==> src/rtl/pin_edge_irq_pkg.sv <==
package pin_edge_irq_pkg;
  typedef enum logic [1:0] {
    EDGE_NONE = 2'b00,
    EDGE_RISE = 2'b01,
    EDGE_FALL = 2'b10,
    EDGE_BOTH = 2'b11
  } edge_sel_e;

  localparam int unsigned LINE_RXC   = 0;
  localparam int unsigned LINE_TXC   = 1;
  localparam int unsigned LINE_RXREQ = 2;
  localparam int unsigned LINE_TXREQ = 3;
  localparam int unsigned LINE_DCD   = 4;
  localparam int unsigned LINE_CTS   = 5;
endpackage

==> src/rtl/pin_edge_irq_sync.sv <==
module pin_edge_irq_sync #(
  parameter int unsigned STAGES = 2
) (
  input  logic clk_i,
  input  logic rst_ni,
  input  logic d_i,
  output logic q_o
);
  logic [STAGES-1:0] stage_q;

  always_ff @(posedge clk_i or negedge rst_ni) begin
    if (!rst_ni) stage_q <= '0;
    else         stage_q <= {stage_q[STAGES-2:0], d_i};
  end

  assign q_o = stage_q[STAGES-1];
endmodule

==> src/rtl/pin_edge_irq_det.sv <==
module pin_edge_irq_det
  import pin_edge_irq_pkg::*;
(
  input  logic       clk_i,
  input  logic       rst_ni,
  input  logic       armed_i,
  input  logic       lvl_i,
  input  logic       en_i,
  input  logic [1:0] sel_i,
  output logic       hit_o
);
  logic prev_q;
  logic rise, fall;
  edge_sel_e sel;

  always_ff @(posedge clk_i or negedge rst_ni) begin
    if (!rst_ni) prev_q <= 1'b0;
    else         prev_q <= lvl_i;
  end

  assign sel  = edge_sel_e'(sel_i);
  // prev_q holds no real level until the pipeline has filled
  assign rise = armed_i &  lvl_i & ~prev_q;
  assign fall = armed_i & ~lvl_i &  prev_q;

  always_comb begin
    unique case (sel)
      EDGE_RISE: hit_o = en_i & rise;
      EDGE_FALL: hit_o = en_i & fall;
      EDGE_BOTH: hit_o = en_i & (rise | fall);
      default:   hit_o = 1'b0;
    endcase
  end
endmodule

==> src/rtl/pin_edge_irq_status.sv <==
module pin_edge_irq_status #(
  parameter int unsigned WIDTH = 6
) (
  input  logic             clk_i,
  input  logic             rst_ni,
  input  logic [WIDTH-1:0] hit_i,
  input  logic [WIDTH-1:0] clr_i,
  output logic [WIDTH-1:0] status_o
);
  logic [WIDTH-1:0] status_q;

  // a new edge takes priority over a clear in the same cycle
  always_ff @(posedge clk_i or negedge rst_ni) begin
    if (!rst_ni) status_q <= '0;
    else         status_q <= (status_q & ~clr_i) | hit_i;
  end

  assign status_o = status_q;

  p_sticky_r6: assert property (@(posedge clk_i) disable iff (!rst_ni)
    ((status_q & ~clr_i) != '0) |=>
      ((status_q & $past(status_q & ~clr_i)) == $past(status_q & ~clr_i)));

  p_clear_r6: assert property (@(posedge clk_i) disable iff (!rst_ni)
    ((clr_i & ~hit_i) != '0) |=> ((status_q & $past(clr_i & ~hit_i)) == '0));

  p_collision_r7: assert property (@(posedge clk_i) disable iff (!rst_ni)
    ((clr_i & hit_i) != '0) |=> ((status_q & $past(clr_i & hit_i)) == $past(clr_i & hit_i)));

  p_set_by_hit_r10: assert property (@(posedge clk_i) disable iff (!rst_ni)
    1'b1 |=> ((status_q & ~$past(status_q) & ~$past(hit_i)) == '0));
endmodule

==> src/rtl/pin_edge_irq.sv <==
module pin_edge_irq
  import pin_edge_irq_pkg::*;
#(
  parameter int unsigned NUM_PINS    = 6,
  parameter int unsigned SYNC_STAGES = 2
) (
  input  logic                  clk_i,
  input  logic                  rst_ni,
  input  logic [NUM_PINS-1:0]   pins_i,
  input  logic [NUM_PINS-1:0]   pin_en_i,
  input  logic [2*NUM_PINS-1:0] edge_sel_i,
  input  logic [NUM_PINS-1:0]   clr_i,
  output logic [NUM_PINS-1:0]   status_o,
  output logic                  irq_o
);
  localparam int unsigned ARM_CNT = SYNC_STAGES + 1;
  localparam int unsigned CNT_W   = $clog2(ARM_CNT + 1);
  localparam logic [CNT_W-1:0] ARM_VAL = CNT_W'(ARM_CNT);

  logic [CNT_W-1:0]    arm_cnt_q;
  logic                armed;
  logic [NUM_PINS-1:0] lvl, hit;

  // block events until synchroniser and previous-level flop hold real samples
  always_ff @(posedge clk_i or negedge rst_ni) begin
    if (!rst_ni)             arm_cnt_q <= '0;
    else if (!armed)         arm_cnt_q <= arm_cnt_q + 1'b1;
  end
  assign armed = (arm_cnt_q == ARM_VAL);

  for (genvar k = 0; k < NUM_PINS; k++) begin : g_line
    pin_edge_irq_sync #(.STAGES(SYNC_STAGES)) u_sync (
      .clk_i  (clk_i),
      .rst_ni (rst_ni),
      .d_i    (pins_i[k]),
      .q_o    (lvl[k])
    );
    pin_edge_irq_det u_det (
      .clk_i   (clk_i),
      .rst_ni  (rst_ni),
      .armed_i (armed),
      .lvl_i   (lvl[k]),
      .en_i    (pin_en_i[k]),
      .sel_i   (edge_sel_i[2*k +: 2]),
      .hit_o   (hit[k])
    );
  end

  pin_edge_irq_status #(.WIDTH(NUM_PINS)) u_status (
    .clk_i    (clk_i),
    .rst_ni   (rst_ni),
    .hit_i    (hit),
    .clr_i    (clr_i),
    .status_o (status_o)
  );

  assign irq_o = |status_o;

  p_disabled_r5: assert property (@(posedge clk_i) disable iff (!rst_ni)
    1'b1 |=> ((status_o & ~$past(status_o) & ~$past(pin_en_i)) == '0));

  p_no_early_r9: assert property (@(posedge clk_i) disable iff (!rst_ni)
    !armed |=> (status_o == '0));
endmodule

==> config.mk <==
export PLATFORM = sky130hd
export DESIGN_NAME = pin_edge_irq
export DESIGN_NICKNAME = d
export VERILOG_FILES = /design/src/rtl/pin_edge_irq_pkg.sv /design/src/rtl/pin_edge_irq_sync.sv /design/src/rtl/pin_edge_irq_det.sv /design/src/rtl/pin_edge_irq_status.sv /design/src/rtl/pin_edge_irq.sv
export SDC_FILE = /design/constraint.sdc
export NUM_CORES = 1
export LEC_CHECK = 0
export ABC_CLOCK_PERIOD_IN_PS = 1200
export BUFFER_PORTS_ARGS = -buffer_cell sky130_fd_sc_hd__buf_2
export CORE_ASPECT_RATIO = 1.1
export CORE_MARGIN = 5
export CORE_UTILIZATION = 43
export CTS_BUF_LIST = sky130_fd_sc_hd__clkbuf_4
export CTS_CLUSTER_SIZE = 40
export DETAILED_ROUTE_END_ITERATION = 10
export GPL_ROUTABILITY_DRIVEN = 0
export GPL_TIMING_DRIVEN = 0
export HOLD_SLACK_MARGIN = 0.03
export PLACE_DENSITY = 0.81
export SLEW_MARGIN = 20
export SYNTH_ARGS = -nofsm -noshare
export SYNTH_HDL_FRONTEND = slang
export SYNTH_SLANG_ARGS = --single-unit
==> constraint.sdc <==
create_clock -name clk_i -period 1.2 [get_ports clk_i]
set_input_delay 0.12 -clock clk_i [delete_from_list [all_inputs] [get_ports clk_i]]
set_output_delay 0.12 -clock clk_i [all_outputs]
set_load 0.05 [all_outputs]
======== Word-level counts from Yosys, hierarchy flattened ========
Cells that the tools add are included.
operators by class
  $add $sub $neg .......................... 1
  equal/unequal tests ..................... 19
  reduce and logical (&&, ||, !) cells .... 1
  mux-type cells .......................... 6
  bitwise gates (word level) .............. 63
operators with widths
  cell                   count
  $and A1 B1 Y1          42
  $eq A2 B2 Y1 const B   13
  $pmux W1 S3            6
  $eq A2 B1 Y1 const B   6
  $not A1 Y1             12
  $and A6 B6 Y6          1
  $not A6 Y6             1
  $or A1 B1 Y1           6
  $or A6 B6 Y6           1
  $reduce_or A6 Y1       1
  $add A2 B1 Y2 const B  1
storage, ports and cells
  register bits after elaboration ......... 26
  output and inout bits ................... 7
  input port bits ......................... 32

======== Longest topological paths before layout ========
Gate-level depths: netlist of the first run.
  word-level depth ........................ 7
  depth in mapped cells ................... 3
  mapped depth without buffers ............ 3

======== Modules after synthesis ========
A second synthesis of the first run with hierarchy kept.
second synthesis, totals
  cell total of the unflattened synthesis .. 68
  area, all modules ....................... 910.9 µm²
by module, submodules not included
  module               area each (µm²)  cells each  instances  sequential area each (µm²)
  pin_edge_irq_sync    50.0             2           6          50.0
  pin_edge_irq_det     48.8             5           6          25.0
  pin_edge_irq_status  217.7            18          1          150.1
  pin_edge_irq         100.1            8           1          50.0

======== Least setup slack after synthesis of the first run ========
No wires, ideal clock.
  path kind ............................... reg-to-output
  start ................................... register u_status.status_q[1], in the netlist u_status.status_o[1]
  end ..................................... output irq_o
  data required time ...................... 1.080 ns
  stages on the path, launching flop included .. 3
  path slack .............................. -0.122 ns
  arrival ................................. 1.202 ns
  cells stage by stage .................... dfrtp_1 -> nor4_1 -> nand2_1
on the way
  cells in the longest elaborated chain, start to end .. 1
ends and longest elaborated chain
  item                    RTL line                   RTL
  from (decl)             pin_edge_irq_status.sv:10  logic [WIDTH-1:0] status_q;
  from (signal assigned)  pin_edge_irq_status.sv:15  else status_q <= (status_q & ~clr_i) | hit_i;
  $reduce_or A6 Y1        pin_edge_irq.sv:57         assign irq_o = |status_o;
  to (decl)               pin_edge_irq.sv:14         output logic irq_o
No other way between the ends.

======== Worst setup path in the final report of the first run ========
Ends and elaborated chain as after synthesis.

==> results.py, run 1 <==
metrics = {
    "yosys": {
        "yosysWarnings": 0,
        "syn_nets": 96,
        "ys_ff_latch": 26,
        "synthCells": 63,
        "ys_seq_area_frac": 0.7314,
        "netlist_area_um2": 889.6,
        "avgSynthCellArea_um2": 14.12,
        "synth.distinct_cells": 13,
    },
    "setup_path": {
        "r2r_cells": 3,
        "crit_arrival_ps": 1270,
        "crit_path_end_kind": "output port",
        "worstReg2RegStart": "arm_cnt_q[0]$_DFFE_PN0P_",
        "setup.worst_path.start_class": "flop",
        "path_class": "reg2out",
        "r2r-end": "arm_cnt_q[1]$_DFFE_PN0P_",
        "rrSetupSlack_ps": 50,
        "required_ps": 1080,
        "cp_max_fo": 2,
    },
    "routing": {
        "drt_wl_total_um": 1821,
        "drtAntennaViolNets": 0,
        "dr_wl_met2_um": 1022,
        "met3_length_um": 104,
        "dr.pass1.iters": 2,
        "drt_iter0_markers": 4,
        "route.detailed.drc": 0,
        "wl_met1_um": 676,
        "vias": 675,
        "top_layer": "met4",
        "viasPerCell": 4.623,
        "wl_per_cell_um": 12.47,
    },
    "outcome": {
        "violations": "negative setup slack",
        "status": "finished with violations",
    },
    "sta": {
        "period_share": 1.158,
        "setup_ws_ps": -190.1,
        "worstMarginPinSlew_ps": 549.7,
        "setup_viol": 1,
        "period_needed_ps": 1390,
        "maxSlewViolCount": 0,
        "timing.final.hold_violations": 0,
        "grt_setup_unrepaired": "yes",
        "clock.fmax_mhz": 719.4,
        "slew_headroom": 0.6336,
        "skew_ps": 6.939,
    },
    "global_route": {
        "antenna_found_initial": 0,
        "grt_pass1_wl_um": 2898,
        "grt_pass1_vias": 693,
        "grt_max_degree": 27,
        "grt_overflow": 0,
        "gr-usage-all-layers": 0.1286,
    },
    "die": {
        "start_util": 0.4449,
        "die_h_um": 57.71,
        "chipWidth_um": 53.37,
        "ios": 39,
        "dieArea_um2": 3079,
        "coreArea_um2": 1999,
        "num_rows": 17,
    },
    "final_layout": {
        "area_growth_pct": 46.69,
        "fill_cells": 157,
        "final_area_um2": 1305,
        "final_util": 0.6527,
        "antennaDiodeCount": 0,
        "drive_gt1_frac": 0.4153,
        "nNetsFinal": 152,
    },
    "power_and_ir_drop": {
        "pwr_density_cell_nw_per_um2": 1228,
        "p_leak_nw": 0.6418,
        "vdd_drop_max_mv": 0.8992,
        "finalPower_mw": 1.603,
    },
    "placement": {
        "pre_cts_ws_ps": 63.44,
        "place.detailed.hpwl_um": 1355,
        "portBuffers": 38,
        "place_area_um2": 1127,
    },
    "worst_hold_path": {
        "min-delay-start": "pin_en_i[4]",
        "hold_depth": 2,
        "hold_class": "in2reg",
        "hold_end": "u_status.status_o[4]$_DFF_PN0_",
    },
    "clock_tree": {
        "cts_buffer_depth": 2,
        "path_clk_slew_ps": 130,
        "cts_tree": "built",
        "clk_latency_ps": 310,
        "cts-root-buf": "clkbuf_4",
        "clock-sinks": 26,
        "cts_buffers": 3,
        "htree_levels": 1,
    },
    "flow_run": {
        "maxCapViolations": 0,
    },
}
## power by group
part           switching [mW]  internal, mW  total (mW)
registers              0.0340         0.926       0.960
logic                   0.155         0.130       0.284
clock network           0.237         0.121       0.359
total                   0.426          1.18        1.60
## registers in the layout, summed over array words and instances, names as in the netlist
signal / flops
arm_cnt_q: 2
g_line.u_det.prev_q: 6
g_line.u_sync.stage_q: 12
u_status.status_o: 6
## Yosys cell counts
cell type / n / share of area
inv_1: 6 / 0.025
nand3b_1: 5 / 0.042
buf_6: 1 / 0.013
a32o_1: 6 / 0.068
ha_1: 1 / 0.014
nor2_1: 1 / 0.0042
nor4_1: 1 / 0.0070
xnor2_1: 1 / 0.0098
nand2_1: 8 / 0.034
o22ai_1: 1 / 0.0070
o21ai_1: 5 / 0.028
dfrtp_1: 26 / 0.73
mux2_4: 1 / 0.017
## cell type report
| type | count | area [um2] | area share |
|---|---|---|---|
| Buffer | 1 | 11.26 | 0.008629 |
| Sequential cell | 26 | 654.4 | 0.5014 |
| Inverter | 6 | 22.52 | 0.01726 |
| Timing Repair Buffer | 51 | 332.8 | 0.2550 |
| Clock inverter | 1 | 3.754 | 0.002876 |
| Tap cell | 28 | 35.03 | 0.02685 |
| Multi-Input combinational cell | 30 | 222.7 | 0.1707 |
| Clock buffer | 3 | 22.52 | 0.01726 |
## cells in the final DEF, fill, tap and decap left out, drive strengths merged
cell and instances:
mux2 1, nor2 1, nand3b 5, clkbuf 4, nand2 8, nor4 1, inv 6, dfrtp 26
o22ai 1, clkinv 1, buf 39, dlygate4sd3 12, ha 1, o21ai 5, a32o 6, xnor2 1
## per-stage QoR
stage,hold slack [ps],instances,setup TNS [ps]
2_1_floorplan,-175.6,63,0
3_3_place_gp,126.1,129,0
3_5_place_dp,138.8,129,0
4_1_cts,35.74,141,-200.2
5_1_grt,40.36,146,-286.5
6_report,66.32,146,-190.1
## what timing repair did
item	in CTS	in global routing
endpoints found under the hold margin	32	5
endpoints found under the setup margin	1	3
cloned	0	0
gates resized for setup	5	1
hold buffers	7	5
setup buffers	1	0
## metal layers
layer | track usage | up-vias
met5 | 0 | -
met4 | 0.05474 | 0
met3 | 0.03085 | 2
met2 | 0.2294 | 18
met1 | 0.1414 | 329
li1 | - | 326
## critical path, stage by stage (launching register included)
cell	delay, ps
dfrtp_2	440
nor4_4	280
nand2_2	70
buf_6	160
## kinds of logic (layout without fill, tap and decap cells)
family,after synthesis,count (layout),synth area share
compound gates,12,12,0.1027
mux,1,1,0.01687
flops,26,26,0.7314
fa+ha+maj,1,1,0.01406
xor+xnor,1,1,0.009847
buf+inv,7,62,0.03797
simple gates,15,15,0.08721
## how the worst max path moves through the flow
stage	to	cells after the start	slack, ps	from
floorplan	irq_o	2	40	u_status.status_o[1]$_DFF_PN0_
global placement	arm_cnt_q[1]$_DFFE_PN0P_	3	70	arm_cnt_q[0]$_DFFE_PN0P_
detailed placement	arm_cnt_q[1]$_DFFE_PN0P_	3	60	arm_cnt_q[0]$_DFFE_PN0P_
CTS	irq_o	3	-200	u_status.status_o[1]$_DFF_PN0_
global route	irq_o	3	-270	u_status.status_o[1]$_DFF_PN0_
finish	irq_o	3	-190	u_status.status_o[1]$_DFF_PN0_
Note: power is estimated with default switching activity, not from simulation.
==> inputs of run 2 (changes only) <==
PLACE_DENSITY = 0.74   (was 0.81)
==> run 2 against run 1 <==
Against the previous run:
- the run still ends with negative setup slack left
- clock skew rose by 0.55 ps
- via count fell by 0.89%
- register-to-register slack barely moved
- non-clock buffer count fell by 4
- largest cell class unchanged
- utilization fell by 2.0 points
- global-route usage rose by 0.65 points
- sequential power barely moved
==> results.py, run 2 (synthesized netlist as in run 1, its figures left out) <==
metrics = {
    "sta": {
        "slew_headroom": 0.6388,
        "finalSetupTns_ps": -185.4,
        "setup_viol": 1,
        "timing.hold.ws_ps": 54.28,
        "timing.final.hold_violations": 0,
        "skew_ps": 7.485,
        "setup_ws_ps": -185.4,
        "period_needed_ps": 1385,
        "clock.fmax_mhz": 721.8,
        "maxSlewViolCount": 0,
        "period_share": 1.154,
        "grt_setup_unrepaired": "yes",
        "worstMarginPinSlew_ps": 541.7,
    },
    "worst_hold_path": {
        "min-delay-start": "pin_en_i[1]",
        "hold_class": "in2reg",
        "hold_end": "u_status.status_o[1]$_DFF_PN0_",
        "hold_depth": 2,
    },
    "clock_tree": {
        "clock-sinks": 26,
        "cts_tree": "built",
        "cts_buffers": 3,
        "htree_levels": 1,
        "path_clk_slew_ps": 130,
        "cts_buffer_depth": 2,
        "cts-root-buf": "clkbuf_4",
        "clk_latency_ps": 310,
    },
    "routing": {
        "top_layer": "met4",
        "wl_met1_um": 657,
        "met3_length_um": 95,
        "dr_wl_met2_um": 987,
        "drt_wl_total_um": 1778,
        "dr.pass1.iters": 2,
        "route.detailed.drc": 0,
        "wl_per_cell_um": 12.52,
        "drtAntennaViolNets": 0,
        "viasPerCell": 4.711,
        "drt_iter0_markers": 4,
        "vias": 669,
    },
    "placement": {
        "place.detailed.hpwl_um": 1374,
        "portBuffers": 38,
        "place_area_um2": 1127,
    },
    "final_layout": {
        "final_common_cell": "buf_2",
        "final_util": 0.6327,
        "final_cell_mix": "buf_2 (35), dfrtp_1 (23), dlygate4sd3_1 (8)",
        "top_register": "g_line.u_sync.stage_q",
        "final_area_um2": 1265,
        "nNetsFinal": 148,
        "drive_gt1_frac": 0.4298,
        "area_growth_pct": 42.19,
        "largest_reg_flops": 12,
        "antennaDiodeCount": 0,
    },
    "die": {
        "dieArea_um2": 3079,
        "chipWidth_um": 53.37,
        "start_util": 0.4449,
        "ios": 39,
        "num_rows": 17,
        "coreArea_um2": 1999,
        "die_h_um": 57.71,
    },
    "setup_path": {
        "crit_path_end_kind": "output port",
        "required_ps": 1080,
        "r2r_cells": 3,
        "rrSetupSlack_ps": 50,
        "crit_arrival_ps": 1270,
        "setup.worst_path.start_class": "flop",
        "path_class": "reg2out",
        "worstReg2RegStart": "arm_cnt_q[0]$_DFFE_PN0P_",
        "r2r-end": "arm_cnt_q[1]$_DFFE_PN0P_",
        "cp_max_fo": 2,
    },
    "global_route": {
        "gr-usage-all-layers": 0.1351,
        "grt_pass1_wl_um": 3063,
        "grt_overflow": 0,
        "grt_pass1_vias": 743,
        "antenna_found_initial": 0,
        "grt_max_degree": 27,
    },
    "power_and_ir_drop": {
        "finalPower_mw": 1.583,
        "p_leak_nw": 0.6251,
        "pwr_density_cell_nw_per_um2": 1251,
        "vdd_drop_max_mv": 0.9030,
    },
    "outcome": {
        "status": "finished with violations",
        "violations": "negative setup slack",
    },
    "flow_run": {
        "maxCapViolations": 0,
    },
}
==> run 2: changes by cell type in the layout (fill, tap and decap cells not counted) <==
cell / change
dlygate4sd3_1: -4
==> run 2: layout make-up <==
class	count	area, um2
Fill cell	175	734.5
Buffer	1	11.26
Clock buffer	3	22.52
Timing Repair Buffer	47	292.8
Multi-Input combinational cell	30	222.7
Clock inverter	1	3.754
Sequential cell	26	654.4
Tap cell	28	35.03
Inverter	6	22.52
==> run 2: worst max path at each step <==
stage	from	end	slack [ps]	depth (start not counted)
global route	u_status.status_o[1]$_DFF_PN0_	irq_o	-250	3
CTS	u_status.status_o[1]$_DFF_PN0_	irq_o	-200	3
floorplan	u_status.status_o[1]$_DFF_PN0_	irq_o	40	2
global placement	arm_cnt_q[0]$_DFFE_PN0P_	arm_cnt_q[1]$_DFFE_PN0P_	70	3
detailed placement	arm_cnt_q[0]$_DFFE_PN0P_	arm_cnt_q[1]$_DFFE_PN0P_	60	3
finish	u_status.status_o[1]$_DFF_PN0_	irq_o	-190	3
==> run 2: what timing repair did <==
item                                    CTS  global route
hold endpoints to repair                 32             1
setup buffers                             1             0
endpoints found under the setup margin    1             3
resized for setup                         5             1
gates cloned                              0             0
hold buffers                              7             1
==> run 2: power breakdown <==
group	switching, mW	internal (mW)	total [mW]
registers	0.0348	0.926	0.961
logic	0.151	0.121	0.272
clock network	0.229	0.121	0.350
==> run 2: layer usage <==
metal | up-vias | GRT usage
met3 | 4 | 0.03856
met5 | - | 0
li1 | 321 | -
met1 | 323 | 0.1334
met4 | 0 | 0.06569
met2 | 21 | 0.2487
==> run 2: critical path, cell delays in order (launching register included) <==
cell and delay [ps]:
dfrtp_2 450, nor4_4 290, nand2_2 70, buf_6 160
==> run 2: per-stage QoR <==
step / setup WS [ps] / instances
detailed placement: 59.14 / 129
global route: -248.6 / 142
CTS: -200.7 / 141
global placement: 71.29 / 129
floorplan: 35.99 / 63
finish: -185.4 / 142
==> inputs of run 3 (changes only) <==
PLACE_DENSITY = 0.73   (was 0.74)
SYNTH_HIERARCHICAL = 1   (was not set)
==> run 3 against run 2 <==
Against the previous run:
- the flow still finishes with violations (negative setup slack)
- fmax rose by 0.54%
- first-iteration DRC count fell by 50%
- flip-flop and latch count did not move
- largest power group unchanged
- global-route usage fell by 0.46 points
- count of clock-buffer cells in the layout did not move
- critical path depth did not move
- via count rose by 1.6%
- register-to-register slack improved by 50 ps
- sequential power fell by 0.7%
- design area rose by 0.30%
==> results.py, run 3 <==
metrics = {
    "yosys": {
        "async_flop_share": 1.000,
        "synth_most_common_cell": "dfrtp_1",
        "yosysTopAreaCellShare": 0.7143,
        "yosys-top-cells-count": "dfrtp_1 (26), nand3b_1 (12), nand2_1 (7)",
        "ys.flop_type": "dfrtp_1",
        "netlist_area_um2": 910.9,
        "synth.largest_area_cell": "dfrtp_1",
        "synth_edf_count": 0,
        "synthCells": 68,
        "syn_nets": 101,
        "avgSynthCellArea_um2": 13.40,
        "yosysWarnings": 6,
        "ys_ff_latch": 26,
        "synthTopCellsByArea": "dfrtp_1 (71%), nand3b_1 (9.9%), a21o_1 (4.9%), a21oi_1 (3.3%), nand2_1 (2.9%)",
        "synth.distinct_cells": 11,
        "ys_seq_area_frac": 0.7143,
    },
    "worst_hold_path": {
        "hold_class": "in2reg",
    },
    "die": {
        "dieArea_um2": 3140,
        "die_h_um": 58.27,
        "num_rows": 17,
        "start_util": 0.4508,
        "chipWidth_um": 53.89,
        "coreArea_um2": 2021,
        "ios": 39,
    },
    "sta": {
        "slew_headroom": 0.6369,
        "grt_setup_unrepaired": "yes",
        "maxSlewViolCount": 0,
        "clock.fmax_mhz": 725.7,
        "period_needed_ps": 1378,
        "worstMarginPinSlew_ps": 544.7,
        "skew_ps": 6.692,
        "period_share": 1.148,
        "finalSetupTns_ps": -177.9,
        "setup_viol": 1,
        "setup_ws_ps": -177.9,
        "timing.final.hold_violations": 0,
    },
    "final_layout": {
        "area_growth_pct": 39.29,
        "largest_reg_flops": 12,
        "final_common_cell": "buf_2",
        "final_util": 0.6279,
        "antennaDiodeCount": 0,
        "top_register": "g_line.u_sync/stage_q",
        "drive_gt1_frac": 0.4202,
        "final_cell_mix": "buf_2 (37), dfrtp_1 (23), nand3b_1 (12)",
        "fill_cells": 157,
        "nNetsFinal": 153,
    },
    "outcome": {
        "violations": "negative setup slack",
        "status": "finished with violations",
    },
    "global_route": {
        "grt_overflow": 0,
        "grt.met1_usage": 0.1508,
        "gr-usage-all-layers": 0.1305,
        "grt-busiest-layer": "met2",
        "grt_pass1_wl_um": 2932,
        "grt_pass1_vias": 701,
        "antenna_found_initial": 0,
        "use_met2": 0.2197,
        "met3_usage": 0.03085,
        "grt_max_degree": 27,
    },
    "routing": {
        "wl_per_cell_um": 11.78,
        "route.detailed.drc": 0,
        "drtAntennaViolNets": 0,
        "drt_iter0_markers": 2,
        "drt_wl_total_um": 1731,
        "viasPerCell": 4.626,
        "vias": 680,
        "dr.pass1.iters": 2,
    },
    "setup_path": {
        "path_class": "reg2out",
        "required_ps": 1080,
        "crit_arrival_ps": 1260,
        "crit_path_end_kind": "output port",
        "setup.worst_path.start_class": "flop",
        "cp_max_fo": 2,
    },
    "power_and_ir_drop": {
        "pwr_density_cell_nw_per_um2": 1244,
        "finalPower_mw": 1.579,
        "p_leak_nw": 0.6787,
        "vdd_drop_max_mv": 0.7954,
    },
    "clock_tree": {
        "cts_tree": "built",
        "cts-root-buf": "clkbuf_4",
        "cts_buffers": 3,
        "clk_latency_ps": 310,
        "cts_buffer_depth": 2,
        "path_clk_slew_ps": 130,
        "htree_levels": 1,
        "clock-sinks": 26,
    },
    "placement": {
        "place.detailed.hpwl_um": 1303,
        "portBuffers": 38,
    },
    "flow_run": {
        "maxCapViolations": 0,
    },
}
==> run 3: power breakdown <==
group / leakage [nW] / switching [mW] / internal, mW
combinational: 0.362 / 0.152 / 0.114
sequential: 0.302 / 0.0278 / 0.926
clock: 0.0154 / 0.237 / 0.122
==> run 3: stage by stage <==
step | hold WS [ps] | instance area, um2 | instances | setup slack [ps]
finish | 64.45 | 1269 | 147 | -177.9
global route | 45.72 | 1269 | 147 | -239.5
CTS | 51.14 | 1251 | 145 | -213.0
detailed placement | 136.9 | 1149 | 134 | 22.26
global placement | 136.3 | 1149 | 134 | 24.41
floorplan | -175.6 | 923.4 | 68 | 35.47
==> run 3: routing by layer <==
layer  vias up  wire length (um)
met5         -                 0
met4         0                17
met2        16               915
met3         2               100
met1       326               698
li1        336                 -
==> run 3: layout make-up <==
| class | count | area (um2) | share of cell area |
|---|---|---|---|
| Sequential cell | 26 | 654.4 | 0.5158 |
| Clock buffer | 3 | 22.52 | 0.01775 |
| Tap cell | 28 | 35.03 | 0.02761 |
| Multi-Input combinational cell | 36 | 249.0 | 0.1963 |
| Clock inverter | 1 | 3.754 | 0.002959 |
| Inverter | 6 | 22.52 | 0.01775 |
| Timing Repair Buffer | 47 | 281.5 | 0.2219 |
==> run 3: final timing paths <==
check,to,depth (start not counted),slack [ps],startpoint
max reg2reg,arm_cnt_q[1]$_DFFE_PN0N_,2,100,arm_cnt_q[0]$_DFFE_PN0N_
min,u_status/status_o[2]$_DFF_PN0_,3,60,clr_i[2]
max,irq_o,3,-180,u_status/status_o[2]$_DFF_PN0_
min reg2reg,g_line[5].u_sync/stage_q[1]$_DFF_PN0_,0,360,g_line[5].u_sync/stage_q[0]$_DFF_PN0_
max in group asynchronous,u_status/status_o[2]$_DFF_PN0_,2,500,rst_ni
min in group asynchronous,u_status/status_o[4]$_DFF_PN0_,2,310,rst_ni
==> run 3: logic make-up (layout without fill, tap and decap cells) <==
group | after synthesis | after routing | share of synthesized area
adders and majority gates | 1 | 1 | 0.01373
buffers and inverters | 6 | 57 | 0.02472
and+or+nand+nor | 21 | 21 | 0.1387
DFF | 26 | 26 | 0.7143
muxes | 1 | 1 | 0.01648
xor gates and xnor gates | 1 | 1 | 0.009617
AOI/OAI and AO/OA | 12 | 12 | 0.08242
==> run 3: critical path, stage by stage, from the launching register on <==
cell     delay, ps
dfrtp_2        430
nor4_2         280
nand2_2         70
buf_6          160
==> run 3: timing repair <==
| action | in CTS | in global routing |
|---|---|---|
| gates resized for setup | 2 | 1 |
| setup endpoints to repair | 1 | 8 |
| hold buffers | 7 | 0 |
| hold endpoints to repair | 32 | 0 |
| cloned | 0 | 0 |
| pin swaps | 1 | 1 |
| setup buffers | 0 | 2 |
